File: src/rtl/gpx_pkg.sv
package gpx_pkg;
    localparam int BYTE_W = 8;
    localparam int NPORT  = 2;
    localparam int NPIN   = BYTE_W * NPORT;

    typedef enum logic [1:0] {
        GRP_IN  = 2'd0,
        GRP_OUT = 2'd1,
        GRP_POL = 2'd2,
        GRP_DIR = 2'd3
    } reg_grp_e;

    typedef enum logic [3:0] {
        ST_IDLE, ST_ADDR, ST_AACK, ST_CMD, ST_CACK,
        ST_WDAT, ST_WACK, ST_RDAT, ST_RACK
    } bus_st_e;
endpackage

File: src/rtl/gpx_sync.sv
module gpx_sync #(
    parameter int           W      = 1,
    parameter int           STAGES = 2,
    parameter logic [W-1:0] INIT   = '0
) (
    input  logic         clk_i,
    input  logic         rst_ni,
    input  logic [W-1:0] d_i,
    output logic [W-1:0] q_o
);
    logic [W-1:0] stage_q [STAGES];

    for (genvar s = 0; s < STAGES; s++) begin : g_stage
        if (s == 0) begin : g_first
            always_ff @(posedge clk_i or negedge rst_ni) begin
                if (!rst_ni) stage_q[s] <= INIT;
                else         stage_q[s] <= d_i;
            end
        end else begin : g_next
            always_ff @(posedge clk_i or negedge rst_ni) begin
                if (!rst_ni) stage_q[s] <= INIT;
                else         stage_q[s] <= stage_q[s-1];
            end
        end
    end

    assign q_o = stage_q[STAGES-1];
endmodule

File: src/rtl/gpx_regs.sv
module gpx_regs
    import gpx_pkg::*;
(
    input  logic                          clk_i,
    input  logic                          rst_ni,
    input  logic                          we_i,
    input  logic [2:0]                    ptr_i,
    input  logic [BYTE_W-1:0]             wdata_i,
    input  logic [NPORT-1:0][BYTE_W-1:0]  pin_s_i,
    output logic [BYTE_W-1:0]             rd_data_o,
    output logic [NPIN-1:0]               pin_o,
    output logic [NPIN-1:0]               pin_oe_o
);
    typedef struct packed {
        logic [NPORT-1:0][BYTE_W-1:0] outv;
        logic [NPORT-1:0][BYTE_W-1:0] pol;
        logic [NPORT-1:0][BYTE_W-1:0] dir;
    } regs_t;

    regs_t regs_d, regs_q;
    reg_grp_e grp;
    logic     port;

    assign grp  = reg_grp_e'(ptr_i[2:1]);
    assign port = ptr_i[0];

    always_comb begin
        regs_d = regs_q;
        if (we_i) begin
            unique case (grp)
                GRP_OUT: regs_d.outv[port] = wdata_i;
                GRP_POL: regs_d.pol[port]  = wdata_i;
                GRP_DIR: regs_d.dir[port]  = wdata_i;
                default: ;
            endcase
        end
    end

    always_ff @(posedge clk_i or negedge rst_ni) begin
        if (!rst_ni) begin
            regs_q.outv <= '1;
            regs_q.pol  <= '0;
            regs_q.dir  <= '1;
        end else begin
            regs_q <= regs_d;
        end
    end

    always_comb begin
        unique case (grp)
            GRP_IN:  rd_data_o = pin_s_i[port] ^ regs_q.pol[port];
            GRP_OUT: rd_data_o = regs_q.outv[port];
            GRP_POL: rd_data_o = regs_q.pol[port];
            default: rd_data_o = regs_q.dir[port];
        endcase
    end

    for (genvar p = 0; p < NPORT; p++) begin : g_port
        assign pin_o[p*BYTE_W +: BYTE_W]    = regs_q.outv[p];
        assign pin_oe_o[p*BYTE_W +: BYTE_W] = ~regs_q.dir[p];
    end

    assert_in_write_ignored_R5: assert property (@(posedge clk_i) disable iff (!rst_ni)
        (we_i && ptr_i[2:1] == 2'b00) |=> ($stable(regs_q.outv) && $stable(regs_q.pol) && $stable(regs_q.dir)));

    assert_dir_write_lands_R4: assert property (@(posedge clk_i) disable iff (!rst_ni)
        (we_i && ptr_i == 3'd6) |=> (regs_q.dir[0] == $past(wdata_i)));
endmodule

File: src/rtl/gpx_i2c_fsm.sv
module gpx_i2c_fsm
    import gpx_pkg::*;
#(
    parameter logic [6:0] ADDR_BASE = 7'h20,
    parameter int         SEL_W     = 1
) (
    input  logic              clk_i,
    input  logic              rst_ni,
    input  logic              scl_i,
    input  logic              sda_i,
    input  logic [SEL_W-1:0]  addr_sel_i,
    input  logic [BYTE_W-1:0] rd_data_i,
    output logic              sda_oe_o,
    output logic [2:0]        ptr_o,
    output logic              we_o,
    output logic [BYTE_W-1:0] wdata_o
);
    typedef struct packed {
        bus_st_e           st;
        logic [3:0]        cnt;
        logic [BYTE_W-1:0] sh;
        logic [2:0]        ptr;
        logic              rw;
        logic              nack;
        logic [SEL_W-1:0]  sel;
        logic              oe;
        logic              scl_p;
        logic              sda_p;
        logic              we;
        logic [BYTE_W-1:0] wd;
    } fsm_t;

    fsm_t fsm_d, fsm_q;
    logic start_ev, stop_ev, rise_ev, fall_ev, addr_ok;
    logic [2:0] ptr_flip;

    assign start_ev = fsm_q.scl_p & scl_i & fsm_q.sda_p & ~sda_i;
    assign stop_ev  = fsm_q.scl_p & scl_i & ~fsm_q.sda_p & sda_i;
    assign rise_ev  = ~fsm_q.scl_p & scl_i;
    assign fall_ev  = fsm_q.scl_p & ~scl_i;
    assign addr_ok  = (fsm_q.sh[7:1] == {ADDR_BASE[6:SEL_W], fsm_q.sel});
    assign ptr_flip = {fsm_q.ptr[2:1], ~fsm_q.ptr[0]};

    always_comb begin
        fsm_d       = fsm_q;
        fsm_d.we    = 1'b0;
        fsm_d.scl_p = scl_i;
        fsm_d.sda_p = sda_i;
        if (start_ev) begin
            fsm_d.st  = ST_ADDR;
            fsm_d.cnt = '0;
            fsm_d.oe  = 1'b0;
            fsm_d.sel = addr_sel_i;
        end else if (stop_ev) begin
            fsm_d.st = ST_IDLE;
            fsm_d.oe = 1'b0;
        end else begin
            unique case (fsm_q.st)
                ST_ADDR, ST_CMD, ST_WDAT: begin
                    if (rise_ev && fsm_q.cnt < 4'd8) begin
                        fsm_d.sh  = {fsm_q.sh[6:0], sda_i};
                        fsm_d.cnt = fsm_q.cnt + 4'd1;
                    end
                    if (fall_ev && fsm_q.cnt == 4'd8) begin
                        fsm_d.cnt = '0;
                        fsm_d.oe  = 1'b1;
                        if (fsm_q.st == ST_ADDR) begin
                            if (addr_ok) begin
                                fsm_d.st = ST_AACK;
                                fsm_d.rw = fsm_q.sh[0];
                            end else begin
                                fsm_d.st = ST_IDLE;
                                fsm_d.oe = 1'b0;
                            end
                        end else if (fsm_q.st == ST_CMD) begin
                            fsm_d.st  = ST_CACK;
                            fsm_d.ptr = fsm_q.sh[2:0];
                        end else begin
                            fsm_d.st = ST_WACK;
                            fsm_d.we = 1'b1;
                            fsm_d.wd = fsm_q.sh;
                        end
                    end
                end
                ST_AACK, ST_CACK, ST_WACK: begin
                    if (fall_ev) begin
                        fsm_d.oe  = 1'b0;
                        fsm_d.cnt = '0;
                        if (fsm_q.st == ST_AACK && fsm_q.rw) begin
                            fsm_d.st  = ST_RDAT;
                            fsm_d.sh  = rd_data_i;
                            fsm_d.oe  = ~rd_data_i[7];
                            fsm_d.ptr = ptr_flip;
                        end else if (fsm_q.st == ST_AACK) begin
                            fsm_d.st = ST_CMD;
                        end else begin
                            fsm_d.st = ST_WDAT;
                            if (fsm_q.st == ST_WACK) fsm_d.ptr = ptr_flip;
                        end
                    end
                end
                ST_RDAT: begin
                    if (rise_ev) fsm_d.cnt = fsm_q.cnt + 4'd1;
                    if (fall_ev) begin
                        if (fsm_q.cnt == 4'd8) begin
                            fsm_d.oe = 1'b0;
                            fsm_d.st = ST_RACK;
                        end else begin
                            fsm_d.sh = {fsm_q.sh[6:0], 1'b0};
                            fsm_d.oe = ~fsm_q.sh[6];
                        end
                    end
                end
                ST_RACK: begin
                    if (rise_ev) fsm_d.nack = sda_i;
                    if (fall_ev) begin
                        if (fsm_q.nack) begin
                            fsm_d.st = ST_IDLE;
                        end else begin
                            fsm_d.st  = ST_RDAT;
                            fsm_d.cnt = '0;
                            fsm_d.sh  = rd_data_i;
                            fsm_d.oe  = ~rd_data_i[7];
                            fsm_d.ptr = ptr_flip;
                        end
                    end
                end
                default: ;
            endcase
        end
    end

    always_ff @(posedge clk_i or negedge rst_ni) begin
        if (!rst_ni) begin
            fsm_q       <= '0;
            fsm_q.st    <= ST_IDLE;
            fsm_q.scl_p <= 1'b1;
            fsm_q.sda_p <= 1'b1;
        end else begin
            fsm_q <= fsm_d;
        end
    end

    assign sda_oe_o = fsm_q.oe;
    assign ptr_o    = fsm_q.ptr;
    assign we_o     = fsm_q.we;
    assign wdata_o  = fsm_q.wd;

    assert_drive_in_low_phase_R10: assert property (@(posedge clk_i) disable iff (!rst_ni)
        $rose(fsm_q.oe) |-> !$past(scl_i));

    assert_stop_releases_R1: assert property (@(posedge clk_i) disable iff (!rst_ni)
        (fsm_q.scl_p && scl_i && !fsm_q.sda_p && sda_i) |=> !fsm_q.oe);

    assert_ack_held_high_phase_R2: assert property (@(posedge clk_i) disable iff (!rst_ni)
        (fsm_q.st inside {ST_AACK, ST_CACK, ST_WACK} && fsm_q.scl_p && scl_i) |-> fsm_q.oe);

    assert_master_ack_released_R9: assert property (@(posedge clk_i) disable iff (!rst_ni)
        (fsm_q.st == ST_RACK) |-> !fsm_q.oe);
endmodule

File: src/rtl/gpx_expander.sv
module gpx_expander
    import gpx_pkg::*;
#(
    parameter logic [6:0] ADDR_BASE   = 7'h20,
    parameter int         SEL_W       = 1,
    parameter int         SYNC_STAGES = 2
) (
    input  logic             clk_i,
    input  logic             rst_ni,
    input  logic             scl_i,
    input  logic             sda_i,
    output logic             sda_oe_o,
    input  logic [SEL_W-1:0] addr_sel_i,
    input  logic [NPIN-1:0]  pin_i,
    output logic [NPIN-1:0]  pin_o,
    output logic [NPIN-1:0]  pin_oe_o
);
    logic [1:0]        bus_s;
    logic [NPIN-1:0]   pin_s;
    logic [2:0]        ptr;
    logic              we;
    logic [BYTE_W-1:0] wdata, rd_data;

    gpx_sync #(.W(2), .STAGES(SYNC_STAGES), .INIT(2'b11)) i_bus_sync (
        .clk_i(clk_i), .rst_ni(rst_ni), .d_i({scl_i, sda_i}), .q_o(bus_s)
    );

    gpx_sync #(.W(NPIN), .STAGES(SYNC_STAGES), .INIT('0)) i_pin_sync (
        .clk_i(clk_i), .rst_ni(rst_ni), .d_i(pin_i), .q_o(pin_s)
    );

    gpx_i2c_fsm #(.ADDR_BASE(ADDR_BASE), .SEL_W(SEL_W)) i_fsm (
        .clk_i(clk_i), .rst_ni(rst_ni), .scl_i(bus_s[1]), .sda_i(bus_s[0]),
        .addr_sel_i(addr_sel_i), .rd_data_i(rd_data), .sda_oe_o(sda_oe_o),
        .ptr_o(ptr), .we_o(we), .wdata_o(wdata)
    );

    gpx_regs i_regs (
        .clk_i(clk_i), .rst_ni(rst_ni), .we_i(we), .ptr_i(ptr), .wdata_i(wdata),
        .pin_s_i(pin_s), .rd_data_o(rd_data), .pin_o(pin_o), .pin_oe_o(pin_oe_o)
    );
endmodule

File: config.mk
export PLATFORM = sky130hd
export DESIGN_NAME = gpx_expander
export DESIGN_NICKNAME = d
export VERILOG_FILES = /design/src/rtl/gpx_pkg.sv /design/src/rtl/gpx_sync.sv /design/src/rtl/gpx_regs.sv /design/src/rtl/gpx_i2c_fsm.sv /design/src/rtl/gpx_expander.sv
export SDC_FILE = /design/constraint.sdc
export NUM_CORES = 1
export LEC_CHECK = 0
export BUFFER_PORTS_ARGS = -buffer_cell sky130_fd_sc_hd__buf_4
export CAP_MARGIN = 10
export CORE_ASPECT_RATIO = 1.25
export CORE_MARGIN = 2
export CORE_UTILIZATION = 25
export CTS_BUF_LIST = sky130_fd_sc_hd__clkbuf_16
export DETAILED_ROUTE_END_ITERATION = 16
export SLEW_MARGIN = 20
export SYNTH_ARGS = -nofsm -noshare
export SYNTH_HDL_FRONTEND = slang
export SYNTH_SLANG_ARGS = --single-unit
File: constraint.sdc
create_clock -name clk_i -period 4 [get_ports clk_i]
set_input_delay 0.6 -clock clk_i [delete_from_list [all_inputs] [get_ports clk_i]]
set_output_delay 0.6 -clock clk_i [all_outputs]
set_load 0.02 [all_outputs]
==> results by group <==
Timing
  • RSZ-0062 raised after global routing: false
  • Fmax: 397 MHz
  • Slew @ Worst Pin: 0.971 ns
  • Setup TNS: 0 ns
  • Worst rel slew slack: 0.352
  • Final setup viols: 0
  • Max-slew violation count: 0
  • Min Clock Period, post-route: 2.52 ns
  • Fin. Hold Viols: 0
  • Setup Skew: 0.00892 ns
  • Fin crit share: 0.630

Power and ir drop
  • Pint: 2800 uW
  • Power, Total: 4270 uW
  • Switching Share: 0.345
  • P_sw: 1470 uW
  • Leak pwr: 0.00286 uW
  • Sequential share of power: 0.398
  • VDD IR max: 0.266 mV
  • Clock network power share: 0.356
  • PwrDens: 626 nW/um2
  • Power share of the combinational group: 0.246

Synthesis
  • Count leader, synth: dfrtp_1
  • Synth cell types: 64
  • Post-Syn Area: 5680 um2
  • Largest cells by area after synthesis: dfrtp_1, dfstp_2, mux2_2
  • Predominant post-synthesis flop cell: dfrtp_1
  • Synth cell count leaders: dfrtp_1, mux2_2, dfstp_2
  • Syn Inst Count: 474
  • Mean post-synth cell area: 12.0 um2
  • Flops & latches, synth: 118
  • Post-synth ARST share: 1.00
  • Warnings, synthesis: 0
  • Area share of the largest cell type after synthesis: 0.352
  • Number of flops mapped to enable cells by yosys: 0
  • Syn nets: 497
  • Largest area contributor in the netlist: dfrtp_1
  • Sequential share of the synthesized area: 0.528

Worst setup path
  • Worst endpoint required time: 4.31 ns
  • Setup crit end kind: flop
  • Worst setup SP type: flop
  • Worst EP arrival: 2.82 ns
  • Crit-path max FO: 43
  • Worst Setup Path Type: flop to flop

CTS
  • Clock sink count: 118
  • Post_cts resized: 0
  • H-tree depth: 4
  • Clock transition at path regs: 0.06 ns
  • Clock Tree Buf Depth: 2
  • TritonCTS Buffers: 17
  • Worst-Skew Late Latency: 0.41 ns
  • Root Buffer: clkbuf_16
  • Hold-fix buffers, CTS: 0
  • Post-CTS Setup Bufs: 0
  • CTS tree: yes

Routing
  • DRC Markers: 0
  • Vias per Instance: 4.74
  • Post-Route WL: 13,700 um
  • Vias: 3,838
  • DRT iter0 DRCs: 180
  • WL/cell: 16.9 um
  • Final ANT Viol Nets: 0
  • Pre-antenna DRT Iters: 5

Flow run
  • Max-cap viol count: 0

Global routing
  • Met3 GRT Util: 0.0252
  • Vias in the first global route: 3,856
  • GR Util All Layers: 0.116
  • M2 GR Usage: 0.194
  • Grt met1 use: 0.141
  • GRT busiest layer: met2
  • Initial antenna violation count: 0
  • Congestion Overflow GR: 0
  • First-pass GRT wire length: 21,700 um
  • Largest net degree at the start of global routing: 61

Finish
  • # diodes: 0
  • Ratio of cells with drive above 1 in the final layout: 0.384
  • Fillers: 2,298
  • Synth-to-Final Area Change: 20.1%
  • Final Net Count: 536

Outcome
  • Status: finished clean

Floorplanning
  • CORE AREA: 22,300 um2
  • Chip Height: 173 um
  • IO Count: 54
  • Cell row count: 61
  • Initial core utilization: 0.255
  • Die area: 24,000 um2
  • Die W: 139 um

Min path
  • Worst hold path class: input port to async pin

Placement
  • # port buffers: 53
  • Dpl hpwl: 9470 um
  • Final GP Congestion: 0.872
-- per-layer routing --
| layer | part of all wire | vias up |
|---|---|---|
| met4 | 0.034 | 0 |
| met1 | 0.42 | 1929 |
| li1 | - | 1785 |
| met5 | 0 | - |
| met2 | 0.51 | 97 |
| met3 | 0.030 | 27 |
-- power groups by stage --
stage / clock [uW] / sequential, uW / combinational (uW)
after floorplan: 0 / 1470 / 1000
after global routing: 1610 / 1740 / 1170
after CTS: 1550 / 1700 / 1060
final: 1520 / 1700 / 1050
after global placement: 0 / 1710 / 1050
after detailed placement: 0 / 1710 / 1050
-- layout make-up --
cell class	count	area, um2	area share
inverter	25	93.8	0.0138
clock buffer	21	526	0.0770
tap	283	354	0.0519
clock inverter	11	77.6	0.0114
multi-input combinational	296	2350	0.344
sequential	118	3000	0.440
timing repair buffer	55	425	0.0623
-- state kept, by name, indices dropped and copies added (netlist names) --
signal              cells
i_bus_sync.q_o          2
i_bus_sync.stage_q      2
i_fsm.fsm_q            21
i_fsm.ptr_o             3
i_fsm.sda_oe_o          1
i_fsm.wdata_o           8
i_fsm.we_o              1
i_pin_sync.q_o         16
i_pin_sync.stage_q     16
i_regs.pin_o           16
i_regs.regs_q          32
-- kinds of logic after synthesis --
family / Yosys count / share of synthesized area
AO/OA/AOI/OAI: 76 / 0.0925
XOR/XNOR: 4 / 0.00617
adder cells (fa/ha/maj): 2 / 0.00440
buffers and inverters: 60 / 0.0588
flip-flops: 118 / 0.528
multiplexers: 89 / 0.184
AND/OR/NAND/NOR: 125 / 0.126
-- worst max-delay path, cell delays in order (launching register included) --
cell and delay (ns):
dfrtp_2 0.99, mux2i_1 0.34, nor2_1 0.11, nor4_2 0.42, a32oi_1 0.17, o41ai_1 0.35
-- path summary, 6_finish.rpt --
path | slack (ns) | to | cells past startpoint | startpoint
max in group asynchronous | 2.89 | i_regs.pin_o[7] | 2 | rst_ni
hold reg to reg | 0.34 | i_pin_sync.q_o[1] | 0 | i_pin_sync.stage_q[17]
min in group clk_i | 0.29 | i_pin_sync.stage_q[27] | 1 | pin_i[11]
hold / removal | 0.28 | i_pin_sync.stage_q[29] | 1 | rst_ni
setup / recovery | 1.48 | i_fsm.sda_oe_o | 5 | i_fsm.ptr_o[0]
setup reg to reg | 1.48 | i_fsm.sda_oe_o | 5 | i_fsm.ptr_o[0]
-- cell usage in the layout (no fill, tap or decap), types with 3 or more instances in the layout --
cell | synthesis | routed
a21oi_1 | 12 | 12
dfstp_2 | 38 | 38
inv_6 | 0 | 5
nor3_1 | 19 | 19
nand4_1 | 4 | 4
o211ai_1 | 4 | 4
nor2_1 | 23 | 23
nand3_1 | 9 | 9
or2_1 | 3 | 3
mux2i_1 | 18 | 18
a32o_1 | 4 | 4
xor2_1 | 3 | 3
inv_1 | 24 | 25
clkbuf_16 | 0 | 21
nand2b_1 | 9 | 9
nand2_1 | 28 | 28
buf_4 | 17 | 54
nand4b_1 | 3 | 3
o21ai_0 | 20 | 20
dfrtp_1 | 80 | 79
or4_1 | 4 | 4
mux2_2 | 55 | 55
mux2_1 | 6 | 6
mux2_4 | 6 | 6
nor2b_1 | 5 | 5
o22ai_1 | 6 | 6
a31oi_1 | 6 | 6
o32ai_1 | 3 | 3
mux4_2 | 4 | 4
-- per-stage QoR --
step / util / hold slack [ns] / worst slack [ns] / instances / cell area [um2]
floorplan: - / 0.304 / 2.10 / 474 / 5680
global placement: 0.279 / 0.334 / 1.37 / 777 / 6220
detailed placement: 0.279 / 0.335 / 1.48 / 777 / 6220
CTS: 0.306 / 0.270 / 1.47 / 809 / 6820
global route: 0.306 / 0.266 / 1.25 / 809 / 6820
finish: 0.306 / 0.281 / 1.48 / 809 / 6820
Note: power is estimated with default switching activity, not from simulation.
